File: config.mk
export PLATFORM = sky130hd
export DESIGN_NAME = gr_datapath
export DESIGN_NICKNAME = d
export VERILOG_FILES = /design/src/rtl/gr_pkg.sv /design/src/rtl/gr_src_mux.sv /design/src/rtl/gr_alu.sv /design/src/rtl/gr_regfile.sv /design/src/rtl/gr_datapath.sv
export SDC_FILE = /design/constraint.sdc
export NUM_CORES = 1
export LEC_CHECK = 0
export ABC_AREA = 0
export BUFFER_PORTS_ARGS = -buffer_cell sky130_fd_sc_hd__buf_2
export CORE_MARGIN = 4
export CORE_UTILIZATION = 54
export DETAILED_ROUTE_END_ITERATION = 10
export GPL_TIMING_DRIVEN = 0
export PLACE_DENSITY = 0.69
export SYNTH_ARGS = -nofsm -noshare
export SYNTH_HDL_FRONTEND = slang
export SYNTH_SLANG_ARGS = --single-unit
export TNS_END_PERCENT = 1
File: constraint.sdc
create_clock -name clk -period 13.61 [get_ports clk]
set_input_delay 1.361 -clock clk [delete_from_list [all_inputs] [get_ports clk]]
set_output_delay 1.361 -clock clk [all_outputs]
set_load 0.01 [all_outputs]
File: src/rtl/gr_pkg.sv
package gr_pkg;

    localparam int SEL_W = 3;
    localparam int OP_W  = 5;

    typedef enum logic [OP_W-1:0] {
        OP_PASS = 5'b00000,
        OP_INC  = 5'b00001,
        OP_ADD  = 5'b00010,
        OP_SUB  = 5'b00101,
        OP_DEC  = 5'b00110,
        OP_AND  = 5'b01000,
        OP_OR   = 5'b01010,
        OP_XOR  = 5'b01100,
        OP_NOT  = 5'b01110,
        OP_SHR  = 5'b10000,
        OP_SHL  = 5'b11000
    } gr_op_e;

    typedef enum logic [1:0] {
        CLS_NONE,
        CLS_ARITH,
        CLS_LOGIC
    } gr_cls_e;

    typedef struct packed {
        logic c;
        logic s;
        logic z;
        logic v;
    } gr_flags_t;

    typedef struct packed {
        logic [SEL_W-1:0] src_a;
        logic [SEL_W-1:0] src_b;
        logic [SEL_W-1:0] dst;
        logic [OP_W-1:0]  op;
    } gr_ctrl_t;

    function automatic logic gr_is_arith(input logic [OP_W-1:0] op);
        return (op == OP_INC) || (op == OP_ADD) || (op == OP_SUB) || (op == OP_DEC);
    endfunction

    function automatic logic gr_is_logic(input logic [OP_W-1:0] op);
        return (op == OP_PASS) || (op == OP_AND) || (op == OP_OR) || (op == OP_XOR) ||
               (op == OP_NOT) || (op == OP_SHR) || (op == OP_SHL);
    endfunction

endpackage

File: src/rtl/gr_src_mux.sv
module gr_src_mux #(
    parameter int DATA_W   = 8,
    parameter int SEL_W    = 3,
    parameter int NUM_REGS = (1 << SEL_W) - 1
) (
    input  logic [NUM_REGS:1][DATA_W-1:0] regs_i,
    input  logic [DATA_W-1:0]             ext_i,
    input  logic [SEL_W-1:0]              sel_i,
    output logic [DATA_W-1:0]             bus_o
);

    always_comb begin
        bus_o = ext_i;
        for (int k = 1; k <= NUM_REGS; k++) begin
            if (sel_i == SEL_W'(k)) begin
                bus_o = regs_i[k];
            end
        end
    end

endmodule

File: src/rtl/gr_alu.sv
module gr_alu
    import gr_pkg::*;
#(
    parameter int DATA_W = 8
) (
    input  logic [DATA_W-1:0] a_i,
    input  logic [DATA_W-1:0] b_i,
    input  logic [OP_W-1:0]   op_i,
    output logic [DATA_W-1:0] res_o,
    output gr_flags_t         flags_o,
    output gr_cls_e           cls_o
);

    localparam int LOW_W = DATA_W - 1;

    logic [DATA_W-1:0] b_eff;
    logic              cin;
    logic [DATA_W:0]   full_sum;
    logic [DATA_W-1:0] low_sum;
    logic              carry_msb_in;
    logic              carry_msb_out;

    always_comb begin
        b_eff = '0;
        cin   = 1'b0;
        case (op_i)
            OP_INC:  begin b_eff = '0;    cin = 1'b1; end
            OP_ADD:  begin b_eff = b_i;   cin = 1'b0; end
            OP_SUB:  begin b_eff = ~b_i;  cin = 1'b1; end
            OP_DEC:  begin b_eff = '1;    cin = 1'b0; end
            default: begin b_eff = '0;    cin = 1'b0; end
        endcase
    end

    assign full_sum      = {1'b0, a_i} + {1'b0, b_eff} + (DATA_W+1)'(cin);
    assign low_sum       = {1'b0, a_i[LOW_W-1:0]} + {1'b0, b_eff[LOW_W-1:0]} + DATA_W'(cin);
    assign carry_msb_in  = low_sum[LOW_W];
    assign carry_msb_out = full_sum[DATA_W];

    always_comb begin
        res_o = '0;
        cls_o = CLS_LOGIC;
        case (op_i)
            OP_INC, OP_ADD, OP_SUB, OP_DEC: begin
                res_o = full_sum[DATA_W-1:0];
                cls_o = CLS_ARITH;
            end
            OP_PASS: res_o = a_i;
            OP_AND:  res_o = a_i & b_i;
            OP_OR:   res_o = a_i | b_i;
            OP_XOR:  res_o = a_i ^ b_i;
            OP_NOT:  res_o = ~a_i;
            OP_SHR:  res_o = {1'b0, a_i[DATA_W-1:1]};
            OP_SHL:  res_o = {a_i[DATA_W-2:0], 1'b0};
            default: begin
                res_o = '0;
                cls_o = CLS_NONE;
            end
        endcase
    end

    always_comb begin
        flags_o.s = res_o[DATA_W-1];
        flags_o.z = (res_o == '0);
        if (cls_o == CLS_ARITH) begin
            flags_o.c = carry_msb_out;
            flags_o.v = carry_msb_in ^ carry_msb_out;
        end else begin
            flags_o.c = 1'b0;
            flags_o.v = 1'b0;
        end
    end

endmodule

File: src/rtl/gr_regfile.sv
module gr_regfile #(
    parameter int DATA_W   = 8,
    parameter int SEL_W    = 3,
    parameter int NUM_REGS = (1 << SEL_W) - 1
) (
    input  logic                          clk,
    input  logic                          rst,
    input  logic [SEL_W-1:0]              wr_sel_i,
    input  logic [DATA_W-1:0]             wr_data_i,
    output logic [NUM_REGS:1][DATA_W-1:0] regs_o
);

    logic [NUM_REGS:1]             we;
    logic [NUM_REGS:1][DATA_W-1:0] regs_d;
    logic [NUM_REGS:1][DATA_W-1:0] regs_q;

    for (genvar k = 1; k <= NUM_REGS; k++) begin : g_dec
        assign we[k] = (wr_sel_i == SEL_W'(k));

        AST_WRITE_LANDS: assert property (@(posedge clk) disable iff (rst)
            we[k] |=> (regs_q[k] == $past(wr_data_i)));
    end

    always_comb begin
        regs_d = regs_q;
        for (int k = 1; k <= NUM_REGS; k++) begin
            if (we[k]) begin
                regs_d[k] = wr_data_i;
            end
        end
    end

    always_ff @(posedge clk) begin
        if (rst) begin
            regs_q <= '0;
        end else begin
            regs_q <= regs_d;
        end
    end

    assign regs_o = regs_q;

    AST_NO_WRITE_ON_ZERO: assert property (@(posedge clk) disable iff (rst)
        (wr_sel_i == '0) |=> $stable(regs_q));

    AST_REGS_CLEARED: assert property (@(posedge clk)
        rst |=> (regs_q == '0));

endmodule

File: src/rtl/gr_datapath.sv
module gr_datapath
    import gr_pkg::*;
#(
    parameter int DATA_W = 8
) (
    input  logic                        clk,
    input  logic                        rst,
    input  logic [3*SEL_W+OP_W-1:0]     ctrl_i,
    input  logic [DATA_W-1:0]           ext_i,
    output logic [DATA_W-1:0]           result_o,
    output logic [3:0]                  flags_o
);

    localparam int NUM_REGS = (1 << SEL_W) - 1;

    typedef struct packed {
        gr_flags_t flags;
    } state_t;

    gr_ctrl_t                      ctrl;
    logic [NUM_REGS:1][DATA_W-1:0] regs;
    logic [DATA_W-1:0]             bus_a;
    logic [DATA_W-1:0]             bus_b;
    logic [DATA_W-1:0]             alu_res;
    gr_flags_t                     alu_flags;
    gr_cls_e                       alu_cls;
    state_t                        st_d;
    state_t                        st_q;

    assign ctrl = gr_ctrl_t'(ctrl_i);

    gr_src_mux #(.DATA_W(DATA_W), .SEL_W(SEL_W), .NUM_REGS(NUM_REGS)) u_mux_a (
        .regs_i (regs),
        .ext_i  (ext_i),
        .sel_i  (ctrl.src_a),
        .bus_o  (bus_a)
    );

    gr_src_mux #(.DATA_W(DATA_W), .SEL_W(SEL_W), .NUM_REGS(NUM_REGS)) u_mux_b (
        .regs_i (regs),
        .ext_i  (ext_i),
        .sel_i  (ctrl.src_b),
        .bus_o  (bus_b)
    );

    gr_alu #(.DATA_W(DATA_W)) u_alu (
        .a_i     (bus_a),
        .b_i     (bus_b),
        .op_i    (ctrl.op),
        .res_o   (alu_res),
        .flags_o (alu_flags),
        .cls_o   (alu_cls)
    );

    gr_regfile #(.DATA_W(DATA_W), .SEL_W(SEL_W), .NUM_REGS(NUM_REGS)) u_regs (
        .clk       (clk),
        .rst       (rst),
        .wr_sel_i  (ctrl.dst),
        .wr_data_i (alu_res),
        .regs_o    (regs)
    );

    always_comb begin
        st_d = st_q;
        if (alu_cls != CLS_NONE) begin
            st_d.flags = alu_flags;
        end
    end

    always_ff @(posedge clk) begin
        if (rst) begin
            st_q <= '0;
        end else begin
            st_q <= st_d;
        end
    end

    assign result_o = alu_res;
    assign flags_o  = st_q.flags;

    AST_LOGIC_CLEARS_CV: assert property (@(posedge clk) disable iff (rst)
        gr_is_logic(ctrl_i[OP_W-1:0]) |=> (!flags_o[3] && !flags_o[0]));

    AST_UNUSED_HOLDS: assert property (@(posedge clk) disable iff (rst)
        (!gr_is_logic(ctrl_i[OP_W-1:0]) && !gr_is_arith(ctrl_i[OP_W-1:0]))
        |=> $stable(flags_o));

    AST_ZERO_TRACKS: assert property (@(posedge clk) disable iff (rst)
        gr_is_arith(ctrl_i[OP_W-1:0]) |=> (flags_o[1] == ($past(result_o) == '0)));

    AST_FLAGS_CLEARED: assert property (@(posedge clk)
        rst |=> (flags_o == 4'b0000));

endmodule

Yosys cells after proc, flatten, opt, wreduce, memory -nomap -nowiden --
Cells that the tools add are included.
Word-level totals: register bits 60, input bits 24, output and inout bits 12, logic and storage cells 79
Operators by class: add/subtract/negate cells 4, equality and inequality tests 32, mux-type cells 20, bitwise operators 6, reduce and logical (&&, ||, !) cells 6
Operator list (count):
- $mux W8 | 14
- $pmux W8 S8 | 1
- $eq A3 B3 Y1 const B | 12
- $pmux W8 S3 | 1
- $eq A5 B4 Y1 const B | 4
- $eq A3 B2 Y1 const B | 6
- $not A8 Y8 | 2
- $eq A5 B3 Y1 const B | 2
- $eq A5 B5 Y1 const B | 2
- $add A8 B8 Y9 | 1
- $add A9 B1 Y9 | 1
- $eq A3 B1 Y1 const B | 3
- $add A7 B7 Y8 | 1
- $add A8 B1 Y8 | 1
- $and A8 B8 Y8 | 1
- $logic_not A8 Y1 | 1
- $or A8 B8 Y8 | 1
- $xor A8 B8 Y8 | 1
- $reduce_or A7 Y1 | 1
- $eq A5 B1 Y1 const B | 1
- $eq A5 B2 Y1 const B | 1
- $logic_not A5 Y1 | 1
- $pmux W2 S2 | 1
- $reduce_or A4 Y1 | 1
- other kinds (5) | 7

Longest topological paths before layout --
Gate-level depths: netlist of the first run.
word-level depth 14, gate-level depth with buffers 20, depth with buffers taken out 19

Cells and area by module --
From an unflattened synthesis of the first run, not the netlist that was laid out.
Second synthesis, totals: cell total of the unflattened synthesis 563, area, all modules 5106.1 sq um
By module, submodules not included:
- gr_regfile | times used 1, cells each 196, area each 2204.6 sq um, seq. area each 1121.1 sq um
- gr_alu | times used 1, cells each 207, area each 1490.2 sq um, seq. area each 0.0 sq um
- gr_src_mux | times used 2, cells each 72, area each 628.1 sq um, seq. area each 0.0 sq um
- gr_datapath | times used 1, cells each 16, area each 155.1 sq um, seq. area each 80.1 sq um

Least setup slack after synthesis of the first run --
No wires, ideal clock.
kind input to output, start input ctrl_i[10], end output result_o[6], arrival 5164 ps, data required time 12249 ps, path slack 7085 ps, stages 18, path buffers 2, cells stage by stage clkbuf_1 > clkbuf_1 > mux2i_1 > nor2_1 > a2111oi_0 > a21oi_1 > o21ai_0 > a21oi_1 > fa_1 > fa_1 > a211oi_1 > nor2_1 > o21ai_0 > nand2b_1 > xnor2_1 > nor2_1 > nor3_1 > inv_1
Between the ends: word-level cells in the longest chain between the ends 13, elaborated cells between the ends (all ways) 22, classes of those cells add/sub: 2; eq/ne: 7; mux: 9; bitwise: 4
RTL lines:
- start: declaration | RTL line gr_datapath.sv:8 | input logic [3*SEL_W+OP_W-1:0] ctrl_i,
- $eq A3 B1 Y1 | RTL line gr_src_mux.sv:15 | if (sel_i == SEL_W'(k)) begin
- $mux W8 (6 in series) | RTL line gr_src_mux.sv:15
- $mux W8 (*) | RTL line gr_src_mux.sv:15
- $not A8 Y8 | RTL line gr_alu.sv:29 | OP_SUB: begin b_eff = ~b_i; cin = 1'b1; end
- $pmux W8 S3 | RTL line gr_alu.sv:26 | case (op_i)
- $add A8 B8 Y9 | RTL line gr_alu.sv:35 | assign full_sum = {1'b0, a_i} + {1'b0, b_eff} + (DATA_W+1)'(cin);
- $add A9 B1 Y9 | RTL line gr_alu.sv:35
- $pmux W8 S8 (*) | RTL line gr_alu.sv:43 | case (op_i)
- end: declaration | RTL line gr_datapath.sv:10 | output logic [DATA_W-1:0] result_o,
Every way passes the cells marked *; elsewhere a longest branch is shown, timed or not.

Worst setup path in the final report of the first run --
start input ctrl_i[8], end output result_o[6]
Same word-level chain as after synthesis.

==> results of run 1 <==
==> power by group <==
part           internal [mW]  switching [mW]  leakage [nW]  total, mW
registers              0.185          0.0115         0.490      0.196
clock network         0.0855          0.0813         0.104      0.167
logic                 0.0549          0.0980          1.64      0.153
==> through the flow <==
step / utilization, % / setup slack [ps]
3_5_place_dp: 59.0 / 5710
5_1_grt: 61.1 / 5080
6_report: 61.1 / 5490
4_1_cts: 61.1 / 5660
2_1_floorplan: - / 7090
3_3_place_gp: 59.0 / 5780
==> layout by cell type (no fill, tap or decap), types with 6 or more instances in the layout <==
cell type and instances:
a211oi_1 69, a21o_1 7, a21oi_1 30, a22oi_1 11, and2_1 8, buf_1 6
buf_2 35, buf_4 6, clkbuf_1 31, clkbuf_8 9, dfxtp_1 60, ha_1 23
inv_1 30, mux2i_1 20, nand2_1 52, nand2b_1 9, nand3_1 9, nor2_1 89
nor2b_1 12, nor3_1 12, nor3b_1 6, o21ai_0 39
==> metal layers <==
layer | vias up | GRT usage, % | routed length (µm)
li1 | 2579 | - | -
met1 | 2689 | 48.4 | 8120
met2 | 340 | 50.5 | 8110
met3 | 52 | 8.70 | 2300
met4 | 0 | 11.6 | 655
met5 | - | 0 | 0
==> Yosys cell counts (6+ instances only) <==
cell      instances  share of area, %
nor2_1           89               6.5
a211oi_1         69                10
dfxtp_1          60                23
nand2_1          52               3.8
o21ai_0          39               3.8
clkbuf_1         31               2.3
a21oi_1          30               2.9
inv_1            30               2.2
ha_1             23               5.6
mux2i_1          20               3.9
nor2b_1          12               1.5
nor3_1           12               1.2
a22oi_1          11               1.6
nand2b_1          9               1.1
nand3_1           9              0.87
and2_1            8              0.97
a21o_1            7               1.0
buf_1             6              0.44
buf_2             6              0.58
buf_4             6              0.87
nor3b_1           6              0.87
==> sequential cells by signal, indices dropped and copies added (netlist names) <==
name and count:
u_regs.regs_o 56, flags_o 4
==> worst max-delay path, stage by stage <==
cell and delay [ps]:
buf_2 130, clkbuf_1 470, buf_1 540, o21ai_0 180, a21oi_1 230, o22ai_1 110
a21oi_1 290, inv_1 120, nand2_1 90, a21oi_1 100, fa_1 510, fa_1 450
a211oi_1 240, nor2_1 90, o21ai_0 160, nand2b_1 160, xnor2_1 190, nor2_1 70
nor3_1 990, inv_1 80, buf_2 180
==> cell type report <==
class                   count  area, µm²  share of cell area [%]
multi-input cells         528       3580                    63.1
flip-flops and latches     60       1200                    21.2
plain buffers              53        259                    4.56
well taps                 129        161                    2.84
repair buffers             29        145                    2.56
inverters                  34        128                    2.25
clock buffers               9        124                    2.18
clock inverters             7       75.1                    1.32
==> path summary, 6_finish.rpt <==
kind | from | end | slack (ps) | depth (start not counted)
worst min-delay path | flags_o[3]$_SDFFE_PP0P_ | flags_o[3]$_SDFFE_PP0P_ | 460 | 2
worst max register to register | u_regs.regs_o[16]$_SDFFE_PP0N_ | u_regs.regs_o[22]$_SDFFE_PP0N_ | 8880 | 16
worst min register to register | flags_o[3]$_SDFFE_PP0P_ | flags_o[3]$_SDFFE_PP0P_ | 460 | 2
worst max-delay path | ctrl_i[8] | result_o[6] | 5490 | 21
==> kinds of logic (layout without fill, tap and decap cells) <==
group | count (synthesis) | after routing | share of synthesized area [%]
simple gates | 235 | 235 | 23.0
mux | 30 | 30 | 6.12
fa+ha+maj | 25 | 25 | 6.34
buf+inv | 87 | 132 | 7.48
flops | 60 | 60 | 23.2
xor+xnor | 6 | 6 | 1.02
compound gates | 232 | 232 | 32.9
==> flow_metrics.tcl, run 1 <==
set metrics [dict create \
    syn-cell-area_um2 5170 \
    hold_class "reg2reg" \
    holdBufCountCts 0 \
    drv_cap 0 \
    total_power_mw 0.516 \
    die_w_um 106 \
    clock_latency_ps 350 \
    dpl.hpwl_um 14700 \
    drive_gt1_share_pct 12.9 \
    tightest_slew_ps 1230 \
    path_class "in2out" \
    dieArea_um2 11200 \
    stdcell_area_um2 5680 \
    drtIter0Drc 701 \
    slew_headroom_pct 17.6 \
    cts-root-buf "clkbuf_8" \
    nets 764 \
    p_per_area_nw_per_um2 90.8 \
    num_rows 35 \
    design.core.area_um2 9280 \
    dr.pass1.iters 6 \
    path_max_fanout 10 \
    crit_required_ps 12250 \
    gr-total-overflow 0 \
    clockBufferDepth 2 \
    cp-end-kind "output port" \
    syn_avg_cell_area_um2 7.66 \
    yosysWarnings 0 \
    fin_worst_skew_ps 15.8 \
    drc 0 \
    io_buffers 29 \
    ir_drop_mv 0.0863 \
    slew_viol_final 0 \
    drt_wl_total_um 19200 \
    dpl_cell_area_um2 5480 \
    setup_viol 0 \
    cts_tree "built" \
    synth_edf_count 0 \
    seq_area_frac_synth_pct 23.2 \
    stdcell_count 849 \
    syn_nets 724 \
    max_freq_mhz 123 \
    fillCellCount 901 \
    clkTransAtPathRegs_ps 80 \
    crit_arrival_ps 6760 \
    cts_setup_buffers 0 \
    cts_resized 0 \
    n_antenna_cell 0 \
    num_vias 5660 \
    io_pins 36 \
    fin_crit_sh_pct 59.6 \
    drt.antenna.violating_nets 0 \
    wire_per_inst_um 22.6 \
    hold_violations 0 \
    die_h_um 106 \
    placed_cells 833 \
    yosysUniqueCellTypes 83 \
    place_congestion 1.00 \
    grt_usage_pct 34.2 \
    fin_tns_setup_ps 0 \
    rsz0062_at_grt "false" \
    netlist_instances 675 \
    cts_sinks 60 \
    grt_pass1_vias 5255 \
    ctsHtreeMaxLevel 3 \
    cts_made_buffers 9 \
    synth-seq-cells 60 \
    antenna_found_initial 0 \
    timing.hold.ws_ps 462 \
    start_util_pct 55.7 \
    synthToLayoutAreaGrowth_pct 9.77 \
    synth_flop_cell "dfxtp_1" \
    outcome "completed" \
    fin_crit_ps 8120 \
    grt_start_max_net_pins 13 \
    viasPerCell 6.67 \
    p_leak_nw 2.23 \
    critPathLaunchType "input pin" \
    synthArstFlopShare_pct 0 \
    grt_pass1_wl_um 29600 \
]
(Power assumes the default switching activity.)
==> run 2: changes to the inputs <==
Settings changed: ABC_AREA 0 to 1, PLACE_DENSITY 0.69 to 0.7.
Clock period 13.61 ns to 8.05 ns, I/O delays scaled along.
==> run 2 against run 1 <==
Against the previous run:
- die area decreased by 2.1%
- synthesized cell count increased by 24%
- count of clock-buffer cells in the layout increased by 3
- final area decreased by 2.1%
- area after synthesis decreased by 2.3%
- global-route usage decreased by 3.8 points
- critical path type unchanged
==> flow_metrics.tcl, run 2 <==
set metrics [dict create \
    drtIter0Drc 510 \
    grt_pass1_vias 5079 \
    dpl.hpwl_um 12900 \
    syn-cell-area_um2 5050 \
    synthTopCellsByCount "180 x nand2_1, 178 x inv_1, 93 x o21ai_0" \
    fin_worst_skew_ps 15.0 \
    fin_crit_ps 6070 \
    synth_edf_count 0 \
    grt_usage_pct 30.5 \
    seq_area_frac_synth_pct 23.8 \
    cp-end-kind "output port" \
    num_rows 35 \
    tightest_slew_ps 1020 \
    outcome "completed" \
    fin_crit_sh_pct 75.4 \
    drt.antenna.violating_nets 0 \
    slew_viol_final 0 \
    fin_util_pct 60.4 \
    hold_violations 0 \
    num_vias 5576 \
    path_max_fanout 10 \
    crit_required_ps 7240 \
    synth_flop_cell "dfxtp_1" \
    total_power_mw 0.874 \
    wire_per_inst_um 16.5 \
    max_freq_mhz 165 \
    yosysTopAreaCell "dfxtp_1" \
    gr-total-overflow 0 \
    syn_nets 889 \
    clkTransAtPathRegs_ps 70 \
    cts_made_buffers 9 \
    synthArstFlopShare_pct 0 \
    dr.pass1.iters 6 \
    ir_drop_mv 0.109 \
    netlist_instances 840 \
    setup_viol 0 \
    preCtsSetupSlack_ps 2140 \
    rsz0062_at_grt "false" \
    grt_start_max_net_pins 11 \
    grt_pass1_wl_um 26400 \
    yosysWarnings 0 \
    drv_cap 0 \
    start_util_pct 55.0 \
    cts_tree "built" \
    holdBufCountCts 0 \
    antenna_found_initial 0 \
    syn_avg_cell_area_um2 6.02 \
    slew_headroom_pct 31.6 \
    synth-seq-cells 60 \
    clockBufferDepth 2 \
    io_pins 36 \
    yosys.cell_count.top_type "nand2_1" \
    nets 932 \
    worst_slack_ps 1980 \
    drc 0 \
    critPathLaunchType "input pin" \
    place_congestion 0.991 \
    hold_class "reg2reg" \
    synthToLayoutAreaGrowth_pct 9.93 \
    ctsHtreeMaxLevel 3 \
    io_buffers 32 \
    die_w_um 105 \
    drive_gt1_share_pct 12.2 \
    p_leak_nw 3.02 \
    crit_arrival_ps 5260 \
    path_class "in2out" \
    cts-root-buf "clkbuf_8" \
    fin_tns_setup_ps 0 \
    largest_reg_flops 56 \
    drt_wl_total_um 16500 \
    final_cell_mix "180 x nand2_1, 178 x inv_1, 93 x o21ai_0, 81 x a21oi_1, 60 x dfxtp_1" \
    clock_latency_ps 340 \
    cts_sinks 60 \
    synth_top_area_share_pct 23.8 \
    dieArea_um2 11000 \
    netlist_top_cells_area "dfxtp_1 24%, nand2_1 13%, inv_1 13%" \
    viasPerCell 5.58 \
    design.core.area_um2 9200 \
    p_per_area_nw_per_um2 157 \
    n_antenna_cell 0 \
    layout_commonest_cell "nand2_1" \
    die_h_um 105 \
    timing.hold.ws_ps 464 \
    yosysUniqueCellTypes 44 \
    cts_resized 0 \
    cts_setup_buffers 0 \
]
## run 2: cell count changes in the layout (fill, tap and decap cells not counted), moves of 12 or more
cell / delta
a211oi_1: -68
a21oi_1: +51
clkbuf_1: -14
inv_1: +148
inv_2: +12
mux2i_1: -20
nand2_1: +128
nand2_2: +15
nand3_1: +35
nor2_1: -49
nor2b_1: -12
o211ai_1: +13
o21ai_0: +54
## run 2: final timing paths
| kind | from | endpoint | slack [ps] | cells after the start |
|---|---|---|---|---|
| max | ctrl_i[10] | result_o[6] | 1980 | 26 |
| min | flags_o[3]$_SDFFE_PP0P_ | flags_o[3]$_SDFFE_PP0P_ | 460 | 2 |
| max reg2reg | u_regs.regs_o[0]$_SDFFE_PP0N_ | u_regs.regs_o[6]$_SDFFE_PP0N_ | 4010 | 23 |
| min reg2reg | flags_o[3]$_SDFFE_PP0P_ | flags_o[3]$_SDFFE_PP0P_ | 460 | 2 |
## run 2: cell type report
cell class	count	area [µm²]
sequential	60	1200
clock buffer	12	155
buffer	25	138
clock inverter	4	47.5
multi-input combinational	561	2990
timing repair buffer	32	160
inverter	194	731
fill	953	3640
tap	111	139
## run 2: logic make-up after synthesis
kind of cell | Yosys count | synth area share (%)
adders and majority gates | 25 | 6.49
DFF | 60 | 23.8
buffers and inverters | 219 | 17.2
AOI/OAI and AO/OA | 222 | 24.3
and+or+nand+nor | 312 | 27.9
xor gates and xnor gates | 2 | 0.347
## run 2: worst max-delay path, stage by stage
cell      delay, ps
buf_2           100
inv_1           210
nand3_1         260
clkbuf_1        290
o21ai_0         270
o21ai_0         130
nor2_1          170
o221ai_1        190
o211ai_1        130
nand2_1         160
nand2_1         100
o211ai_1        110
fa_1            540
fa_1            460
nand4_1         140
nand3_1         100
nand2_1          70
nand3_1          70
nand4_1         100
inv_1            70
nand2_1          60
inv_1            40
nand2_1          60
nor2_2           60
inv_1           340
buf_2           220
## run 2: layer usage
metal	up-vias	GRT usage [%]	part of all wire (%)	wire, µm
li1	2767	-	-	-
met1	2521	44.2	46	7630
met2	249	44.9	41	6800
met3	39	6.11	9.5	1570
met4	0	10.0	3.1	513
met5	-	0	0	0
## run 2: metrics by stage
stage | area, µm² | cells
finish | 5560 | 999
global route | 5560 | 999
CTS | 5560 | 999
detailed placement | 5350 | 983
global placement | 5350 | 983
floorplan | 5050 | 840
## run 2: power by group
| group | switching (mW) | leakage (nW) | internal (mW) | total [mW] |
|---|---|---|---|---|
| sequential | 0.00642 | 0.489 | 0.311 | 0.317 |
| clock | 0.134 | 0.102 | 0.159 | 0.293 |
| combinational | 0.185 | 2.43 | 0.0786 | 0.264 |
==> run 3: changes to the inputs <==
Settings changed: ABC_AREA 1 to 0, PLACE_DENSITY 0.7 to 0.69.
Clock period 8.05 ns to 5.8 ns, I/O delays scaled along.
==> run 3 against run 2 <==
Against the previous run:
- sequential share of layout area down 0.54 points
- combinational power up 37%
- sequential power rose by 45%
- final cell count is 15% lower
- total power is 39% higher
- final area up 2.6%
- global-route usage is 3.9 points higher
- worst setup slack worse by 1700 ps
- register-to-register slack worse by 2600 ps
- critical path type unchanged
- critical endpoint unchanged
==> flow_metrics.tcl, run 3 (same netlist as run 1, synthesis figures left out) <==
set metrics [dict create \
    cts-root-buf "clkbuf_8" \
    worst_path_largest_cell_delay_ps 510 \
    max_freq_mhz 181 \
    design.core.area_um2 9280 \
    clock_latency_ps 350 \
    cts_sinks 60 \
    cts_tree "built" \
    p_leak_nw 2.25 \
    num_rows 35 \
    setup_viol 0 \
    fin_crit_sh_pct 95.1 \
    pwr-share-clk_pct 32.2 \
    drive_gt1_share_pct 13.8 \
    slew_headroom_pct 28.3 \
    sequentialPowerShare_pct 37.9 \
    tightest_slew_ps 1070 \
    cpMaxStageDelayCell "fa_1" \
    dr.pass1.iters 7 \
    grt_pass1_vias 5273 \
    slew_viol_final 0 \
    n_antenna_cell 0 \
    path_class "in2out" \
    crit_arrival_ps 4940 \
    num_vias 5653 \
    critPathLaunchType "input pin" \
    layout_commonest_cell "nor2_1" \
    drv_cap 0 \
    drc 0 \
    place_congestion 1.00 \
    holdBufCountCts 0 \
    hold_class "reg2reg" \
    fin_worst_skew_ps 14.6 \
    grt_pass1_wl_um 29700 \
    timing.hold.ws_ps 462 \
    io_buffers 29 \
    drt.antenna.violating_nets 0 \
    die_h_um 106 \
    start_util_pct 55.7 \
    grt_usage_pct 34.3 \
    total_power_mw 1.21 \
    clockBufferDepth 2 \
    path_max_fanout 10 \
    largest_reg_flops 56 \
    nets 764 \
    cts_made_buffers 9 \
    ctsHtreeMaxLevel 3 \
    cp_num_buf_inv 4 \
    hold_violations 0 \
    outcome "completed" \
    p_comb_share_pct 29.9 \
    switching_share_pct 37.0 \
    p_switching_mw 0.449 \
    clkTransAtPathRegs_ps 80 \
    ir_drop_mv 0.202 \
    final_cell_mix "89 x nor2_1, 69 x a211oi_1, 60 x dfxtp_1, 52 x nand2_1, 39 x o21ai_0" \
    crit_top_cell "nor2_1" \
    dieArea_um2 11200 \
    crit_required_ps 5220 \
    drt_wl_total_um 19200 \
    fin_crit_ps 5520 \
    dpl.hpwl_um 14700 \
    cp-end-kind "output port" \
    fillCellCount 905 \
    p_per_area_nw_per_um2 213 \
    viasPerCell 6.66 \
    antenna_found_initial 0 \
    grt_start_max_net_pins 13 \
    synthToLayoutAreaGrowth_pct 10.2 \
    cp_top_family "compound AO/OA/AOI/OAI gates" \
    gr-total-overflow 0 \
    io_pins 36 \
    die_w_um 106 \
    path_cells "clkbuf_1 -> clkbuf_2 -> mux2i_1 -> nor2_1 -> a2111oi_0 -> a21oi_1 -> o21ai_0 -> a21oi_1 -> fa_1 -> fa_1 -> a211oi_1 -> nor2_1 -> o21ai_0 -> nand2b_1 -> xnor2_1 -> nor2_1 -> nor3_4 -> inv_1 -> buf_2" \
    rrSetupSlack_ps 1360 \
    drtIter0Drc 701 \
    rsz0062_at_grt "true" \
    internal-power_mw 0.765 \
    wire_per_inst_um 22.6 \
]
==> run 3: worst paths after layout <==
kind	start	to	depth (start not counted)
max	ctrl_i[10]	result_o[6]	19
min	flags_o[3]$_SDFFE_PP0P_	flags_o[3]$_SDFFE_PP0P_	2
max reg2reg	u_regs.regs_o[16]$_SDFFE_PP0N_	flags_o[1]$_SDFFE_PP0P_	14
min reg2reg	flags_o[3]$_SDFFE_PP0P_	flags_o[3]$_SDFFE_PP0P_	2
==> run 3: power groups by stage <==
stage	logic [mW]	registers (mW)	clock network (mW)
after detailed placement	0.348	0.467	0
after floorplan	0.245	0.456	0
final	0.362	0.460	0.391
after CTS	0.351	0.458	0.394
after global routing	0.392	0.461	0.415
after global placement	0.339	0.466	0
==> run 3: tightest hold or removal path: cells and delay by family, from the launching register on <==
family | cells | cell delay (ps)
flip-flops | 1 | 310
AND/OR/NAND/NOR | 1 | 50
AO/OA/AOI/OAI | 1 | 50
==> run 3: repair_timing <==
| action | in CTS | in global routing |
|---|---|---|
| pin swaps | 0 | 1 |
| resized for setup | 4 | 1 |
| setup endpoints to repair | 2 | 4 |
| setup buffers | 0 | 2 |
==> run 3: per-layer routing <==
metal,GRT usage (%),up-vias,share of wire (%)
li1,-,2571,-
met1,48.6,2665,42
met2,50.6,360,42
met3,8.70,57,12
met4,11.6,0,3.6
met5,0,-,0
==> run 3: final cells by class <==
| class | instances | area [µm²] | share of cell area (%) |
|---|---|---|---|
| Clock inverter | 7 | 75.1 | 1.32 |
| Inverter | 34 | 128 | 2.24 |
| Multi-Input combinational cell | 528 | 3600 | 63.1 |
| Clock buffer | 9 | 124 | 2.17 |
| Tap cell | 129 | 161 | 2.83 |
| Buffer | 51 | 254 | 4.46 |
| Sequential cell | 60 | 1200 | 21.1 |
| Timing Repair Buffer | 31 | 160 | 2.81 |
==> run 3: per-stage QoR <==
step	cells	util (%)	TNS, ps	setup slack (ps)	instance area, µm²
5_1_grt	849	61.4	-100	-66.0	5700
6_report	849	61.4	0	284	5700
3_5_place_dp	833	59.0	-1020	-539	5480
2_1_floorplan	675	-	0	837	5170
3_3_place_gp	833	59.0	-531	-473	5480
4_1_cts	849	61.3	0	106	5690
